[src/rtl/fsg_pkg.sv]
package fsg_pkg;
    localparam logic [7:0] OP_RDSR = 8'h05;
    localparam logic [7:0] OP_WRSR = 8'h01;
    localparam logic [7:0] OP_WREN = 8'h06;

    typedef enum logic [1:0] {
        REQ_PROGRAM = 2'd0,
        REQ_SECTOR  = 2'd1,
        REQ_BULK    = 2'd2,
        REQ_NONE    = 2'd3
    } req_kind_e;

    typedef struct packed {
        logic       srwd;
        logic [1:0] bp;
    } nv_bits_t;

    function automatic logic [7:0] pack_status(nv_bits_t nv, logic wel, logic wip);
        return {nv.srwd, 3'b000, nv.bp, wel, wip};
    endfunction
endpackage

[src/rtl/fsg_spi_shift.sv]
module fsg_spi_shift
    import fsg_pkg::*;
(
    input  logic       clk,
    input  logic       rst_n,
    input  logic       sclk_i,
    input  logic       cs_n_i,
    input  logic       mosi_i,
    input  logic [7:0] status_i,
    output logic       so_o,
    output logic       so_oe_o,
    output logic       end_o,
    output logic [7:0] opcode_o,
    output logic [7:0] wdata_o,
    output logic [1:0] nbytes_o
);
    typedef struct packed {
        logic       sclk;
        logic       cs_n;
        logic [7:0] sh;
        logic [2:0] bidx;
        logic [1:0] nbytes;
        logic [7:0] opcode;
        logic [7:0] wdata;
        logic       rd;
        logic       reload;
        logic [7:0] oshift;
        logic       so;
        logic       oe;
        logic       endp;
    } spi_st_t;

    spi_st_t st_d, st_q;
    logic    rise, fall;
    logic [7:0] byte_in;

    always_comb begin
        st_d      = st_q;
        st_d.sclk = sclk_i;
        st_d.cs_n = cs_n_i;
        st_d.endp = 1'b0;
        rise      = sclk_i && !st_q.sclk;
        fall      = !sclk_i && st_q.sclk;
        byte_in   = {st_q.sh[6:0], mosi_i};
        if (cs_n_i) begin
            st_d.rd     = 1'b0;
            st_d.reload = 1'b0;
            st_d.oe     = 1'b0;
            if (!st_q.cs_n && st_q.bidx == 3'd0 && st_q.nbytes != 2'd0)
                st_d.endp = 1'b1;
        end else if (st_q.cs_n) begin
            st_d.bidx   = 3'd0;
            st_d.nbytes = 2'd0;
            st_d.opcode = 8'h00;
            st_d.rd     = 1'b0;
            st_d.reload = 1'b0;
        end else begin
            if (rise) begin
                st_d.sh   = byte_in;
                st_d.bidx = st_q.bidx + 3'd1;
                if (st_q.bidx == 3'd7) begin
                    if (st_q.nbytes == 2'd0) st_d.opcode = byte_in;
                    if (st_q.nbytes == 2'd1) st_d.wdata  = byte_in;
                    if (st_q.nbytes != 2'd3) st_d.nbytes = st_q.nbytes + 2'd1;
                    if (st_q.rd || (st_q.nbytes == 2'd0 && byte_in == OP_RDSR)) begin
                        st_d.rd     = 1'b1;
                        st_d.reload = 1'b1;
                    end
                end
            end
            if (fall && st_q.rd) begin
                st_d.oe = 1'b1;
                if (st_q.reload) begin
                    st_d.so     = status_i[7];
                    st_d.oshift = {status_i[6:0], 1'b0};
                    st_d.reload = 1'b0;
                end else begin
                    st_d.so     = st_q.oshift[7];
                    st_d.oshift = {st_q.oshift[6:0], 1'b0};
                end
            end
        end
    end

    always_ff @(posedge clk or negedge rst_n) begin
        if (!rst_n) begin
            st_q      <= '0;
            st_q.cs_n <= 1'b1;
        end else begin
            st_q <= st_d;
        end
    end

    assign so_o     = st_q.so;
    assign so_oe_o  = st_q.oe;
    assign end_o    = st_q.endp;
    assign opcode_o = st_q.opcode;
    assign wdata_o  = st_q.wdata;
    assign nbytes_o = st_q.nbytes;

    AST_OE_IDLE: assert property (@(posedge clk) disable iff (!rst_n)
        (cs_n_i && $past(cs_n_i)) |-> !so_oe_o);
    AST_END_ALIGNED: assert property (@(posedge clk) disable iff (!rst_n)
        end_o |-> (st_q.bidx == 3'd0));
endmodule

[src/rtl/fsg_region_guard.sv]
module fsg_region_guard
    import fsg_pkg::*;
#(
    parameter int ADDR_W = 18,
    parameter int SECT_W = 2
) (
    input  logic [1:0]        bp_i,
    input  logic [1:0]        kind_i,
    input  logic [ADDR_W-1:0] addr_i,
    output logic              allow_o
);
    localparam int NSECT = 1 << SECT_W;

    logic [SECT_W-1:0] sector;
    int unsigned       prot_cnt;

    always_comb begin
        sector   = addr_i[ADDR_W-1 -: SECT_W];
        prot_cnt = (bp_i == 2'd0) ? 0 : (NSECT >> (3 - int'(bp_i)));
        case (kind_i)
            REQ_PROGRAM,
            REQ_SECTOR: allow_o = (int'(sector) + int'(prot_cnt)) < NSECT;
            REQ_BULK:   allow_o = (bp_i == 2'd0);
            default:    allow_o = 1'b0;
        endcase
    end
endmodule

[src/rtl/flash_status_guard.sv]
module flash_status_guard
    import fsg_pkg::*;
#(
    parameter int ADDR_W = 18,
    parameter int SECT_W = 2
) (
    input  logic              clk,
    input  logic              rst_n,
    input  logic              por_n,
    input  logic              spi_cs_n,
    input  logic              spi_sclk,
    input  logic              spi_mosi,
    output logic              spi_miso,
    output logic              spi_miso_oe,
    input  logic              wp_n,
    input  logic              array_busy,
    input  logic              req_valid,
    input  logic [1:0]        req_cmd,
    input  logic [ADDR_W-1:0] req_addr,
    output logic              req_done,
    output logic              req_grant
);
    typedef struct packed {
        logic wel;
        logic done;
        logic grant;
    } vol_st_t;

    vol_st_t  vol_d, vol_q;
    nv_bits_t nv_d, nv_q;

    logic       cmd_end;
    logic [7:0] cmd_op, cmd_data, status_byte;
    logic [1:0] cmd_bytes;
    logic       allow, hw_locked;

    assign status_byte = pack_status(nv_q, vol_q.wel, array_busy);
    assign hw_locked   = nv_q.srwd && !wp_n;

    fsg_spi_shift u_spi (
        .clk      (clk),
        .rst_n    (rst_n),
        .sclk_i   (spi_sclk),
        .cs_n_i   (spi_cs_n),
        .mosi_i   (spi_mosi),
        .status_i (status_byte),
        .so_o     (spi_miso),
        .so_oe_o  (spi_miso_oe),
        .end_o    (cmd_end),
        .opcode_o (cmd_op),
        .wdata_o  (cmd_data),
        .nbytes_o (cmd_bytes)
    );

    fsg_region_guard #(.ADDR_W(ADDR_W), .SECT_W(SECT_W)) u_guard (
        .bp_i    (nv_q.bp),
        .kind_i  (req_cmd),
        .addr_i  (req_addr),
        .allow_o (allow)
    );

    always_comb begin
        vol_d = vol_q;
        nv_d  = nv_q;
        if (cmd_end) begin
            if (cmd_op == OP_WREN) vol_d.wel = 1'b1;
            if (cmd_op == OP_WRSR && cmd_bytes >= 2'd2 && vol_q.wel && !hw_locked) begin
                nv_d.srwd = cmd_data[7];
                nv_d.bp   = cmd_data[3:2];
                vol_d.wel = 1'b0;
            end
        end
        vol_d.done  = req_valid;
        vol_d.grant = req_valid && vol_q.wel && allow;
        if (vol_d.grant) vol_d.wel = 1'b0;
    end

    always_ff @(posedge clk or negedge rst_n) begin
        if (!rst_n) vol_q <= '0;
        else        vol_q <= vol_d;
    end

    always_ff @(posedge clk or negedge por_n) begin
        if (!por_n) nv_q <= '0;
        else        nv_q <= nv_d;
    end

    assign req_done  = vol_q.done;
    assign req_grant = vol_q.grant;

    AST_HW_FREEZE: assert property (@(posedge clk) disable iff (!rst_n || !por_n)
        (nv_q.srwd && !wp_n) |=> $stable(nv_q));
    AST_NV_NEEDS_WEL: assert property (@(posedge clk) disable iff (!rst_n || !por_n)
        !vol_q.wel |=> $stable(nv_q));
    AST_BULK_LOCK: assert property (@(posedge clk) disable iff (!rst_n || !por_n)
        (req_valid && req_cmd == 2'd2 && nv_q.bp != 2'd0) |=> !req_grant);
    AST_FULL_LOCK: assert property (@(posedge clk) disable iff (!rst_n || !por_n)
        (req_valid && nv_q.bp == 2'd3) |=> !req_grant);
    AST_GRANT_WEL: assert property (@(posedge clk) disable iff (!rst_n || !por_n)
        (req_valid && !vol_q.wel) |=> (req_done && !req_grant));
endmodule

[config.mk]
export PLATFORM = sky130hd
export DESIGN_NAME = flash_status_guard
export DESIGN_NICKNAME = d
export VERILOG_FILES = /design/src/rtl/fsg_pkg.sv /design/src/rtl/fsg_spi_shift.sv /design/src/rtl/fsg_region_guard.sv /design/src/rtl/flash_status_guard.sv
export SDC_FILE = /design/constraint.sdc
export NUM_CORES = 1
export LEC_CHECK = 0
export ABC_AREA = 0
export CAP_MARGIN = 20
export CORE_ASPECT_RATIO = 1.75
export CORE_MARGIN = 2
export CORE_UTILIZATION = 40
export DETAILED_ROUTE_END_ITERATION = 6
export RECOVER_POWER = 50
export SETUP_SLACK_MARGIN = 0.1
export SLEW_MARGIN = 5
export SYNTH_ARGS = -nofsm -noshare
export SYNTH_HDL_FRONTEND = slang
export SYNTH_SLANG_ARGS = --single-unit
export TNS_END_PERCENT = 20
[constraint.sdc]
create_clock -name clk -period 2.2 [get_ports clk]
set_input_delay 0.22 -clock clk [delete_from_list [all_inputs] [get_ports clk]]
set_output_delay 0.22 -clock clk [all_outputs]
set_load 0.02 [all_outputs]
==> flow_metrics.py <==
metrics = {
    "global_route": {
        "grt.total_usage_pct": 15.06,
        "grt_start_max_net_pins": 41,
        "grt_pass1_wl_mm": 6.561,
        "grt_pass1_vias": 1427,
        "antenna_found_initial": 0,
        "overflow": 0,
    },
    "sta": {
        "post-route-period-util_pct": 83.94,
        "setup_viol": 0,
        "rsz0062_at_grt": "false",
        "fin_setup_tns_ns": 0,
        "worst_pin_slew_ns": 0.8932,
        "hold_viol_final": 0,
        "fmax_ghz": 0.5415,
        "skew_ns": 0.004572,
        "fin_crit_ns": 1.847,
        "drv_slew": 0,
        "slew_headroom_pct": 40.45,
    },
    "floorplanning": {
        "dieArea_um2": 5642,
        "row_count": 34,
        "dieWidth_um": 57.65,
        "io_pins": 33,
        "start_util_pct": 41.18,
        "core_area_um2": 4892,
        "dieHeight_um": 97.88,
    },
    "layout": {
        "fin_nets": 235,
        "n_antenna_cell": 0,
        "area_growth_pct": 16.46,
        "layout_commonest_cell": "dfrtp_1",
        "fin_util_pct": 47.95,
        "fillers": 450,
        "seq_area_um2": 1077,
        "final_cell_mix": "42 x dfrtp_1, 32 x nand2_1, 13 x o21ai_0",
        "drive_gt1_share_pct": 16.08,
        "multi_input_area_um2": 890.9,
        "fin_cells": 253,
        "final_area_um2": 2346,
    },
    "clock_tree": {
        "clock-sinks": 43,
        "h-tree-depth": 2,
        "clock_latency_ns": 0.29,
        "cts_resized": 0,
        "postCtsHoldBufs": 0,
        "cts-root-buf": "clkbuf_8",
        "tritoncts": "built",
        "post_cts_buffers": 0,
        "clk_pin_slew_ns": 0.08,
        "clockBufferDepth": 2,
        "cts_buffers": 5,
    },
    "worst_setup_path": {
        "start_kind": "flip-flop",
        "timing.critical_path.to_type": "flip-flop",
        "required_ns": 2.36,
        "crit_type": "flip-flop to flip-flop",
        "critPathArrivalTime_ns": 2.00,
        "path_max_fanout": 16,
    },
    "routing": {
        "drt-initial-drc-count": 8,
        "vias_per_cell": 5.312,
        "drc": 0,
        "detail-route-antenna-nets": 0,
        "routed_wl_mm": 3.741,
        "drtPass1Iterations": 4,
        "avgRoutedWirePerCell_um": 14.79,
        "vias": 1344,
    },
    "synth": {
        "synth_largest_area_cell": "dfrtp_1",
        "synth_cell_types": 42,
        "synth_area_per_cell_um2": 11.45,
        "synth-seq-cells": 43,
        "syn-cell-area_um2": 2014,
        "synth_top_area_share_pct": 52.17,
        "synth_fp_nets": 213,
        "synthCells": 176,
        "ys_seq_area_share_pct": 53.48,
        "yosysWarningCount": 0,
        "synth.area.top_cells": "dfrtp_1 52%, nand2_1 6.0%, mux2_4 5.2%",
    },
    "min_path": {
        "hp-class": "input pin to async pin",
    },
    "flow_run": {
        "max_cap_violations": 0,
    },
    "run_status": {
        "outcome": "completed",
    },
    "placement": {
        "placement.io_buffers": 16,
        "post_dp_cell_area_um2": 2232,
        "dp_cells": 245,
        "hpwl_mm": 2.758,
        "gp_congestion": 0.7919,
    },
    "pwr": {
        "power_w": 0.001684,
        "power_density_nw_per_um2": 718.0,
        "p_leak_nw": 1.080,
        "peakVddDrop_v": 0.0004498,
    },
}
cell usage after synthesis, drive strengths merged:
cell type	n
ha	8
nand3	2
or2	2
nand3b	6
nor4b	2
inv	5
nor3	2
or3	1
o311a	1
nand4	1
a22o	2
and4b	1
nor2b	5
a21boi	1
o21ai	17
mux2	14
buf	3
and4bb	1
and3	1
o21a	2
o21bai	2
nand2	32
and2	1
a41oi	1
dfstp	1
mux2i	4
nor2	9
clkbuf	1
dfrtp	42
a2111oi	1
nor4	2
nand4b	2
a31oi	1
where the power goes:
group          total, W  internal [W]  leakage [nW]  switching (W)
registers      0.000893      0.000836         0.584      0.0000564
clock network  0.000628      0.000367        0.0612       0.000261
logic          0.000163     0.0000962         0.435      0.0000672
sequential cells by signal (all words and copies together), names as in the netlist:
signal,flops
nv_q,3
u_spi.opcode_o,8
u_spi.so_oe_o,1
u_spi.end_o,1
req_done,1
u_spi.byte_in,7
req_grant,1
u_spi.wdata_o,3
u_spi.st_q,14
status_byte,1
u_spi.nbytes_o,2
u_spi.so_o,1
final cells by class:
class,count,share of cell area (%)
flip-flops and latches,43,45.92
repair buffers,19,7.413
clock buffers,6,3.520
well taps,54,2.880
inverters,5,0.8000
clock inverters,2,1.493
multi-input cells,124,37.97
per-layer routing:
layer	global-route usage, %	vias up	share of wire [%]
li1	-	659	-
met1	16.71	659	42
met2	26.84	21	53
met3	3.179	5	2.9
met4	6.440	0	2.0
met5	0	-	0
final timing paths:
path | start | slack (ns) | to | cells after the start
setup / recovery | u_spi.st_q[31] | 0.35 | u_spi.opcode_o[6] | 5
setup reg to reg | u_spi.st_q[31] | 0.35 | u_spi.opcode_o[6] | 5
max in group asynchronous | rst_n | 1.59 | u_spi.byte_in[7] | 1
min in group clk | u_spi.st_q[33] | 0.47 | u_spi.end_o | 1
hold / removal | rst_n | 0.04 | u_spi.st_q[5] | 1
hold reg to reg | u_spi.st_q[33] | 0.47 | u_spi.end_o | 1
cells by family (layout without fill, tap and decap cells):
group | after synthesis | in the layout | share of synthesized area [%]
AOI/OAI and AO/OA | 28 | 28 | 8.820
adders and majority gates | 8 | 8 | 4.969
buffers and inverters | 9 | 32 | 2.298
DFF | 43 | 43 | 53.48
muxes | 18 | 18 | 11.12
and+or+nand+nor | 70 | 70 | 19.32
worst max-delay path: stages, from the launching register on:
cell	delay, ns
dfrtp_1	0.41
ha_1	0.22
ha_1	0.24
and4b_1	0.23
o21bai_2	0.43
o21ai_0	0.18
through the flow:
step / worst slack (ns) / hold slack [ns]
after floorplan: 0.6094 / -0.07559
after global placement: 0.4218 / 0.3779
after detailed placement: 0.3381 / 0.4058
after CTS: 0.3356 / 0.07543
after global routing: 0.1824 / 0.1184
final: 0.3534 / 0.04346
Note: power is estimated with default switching activity, not from simulation.
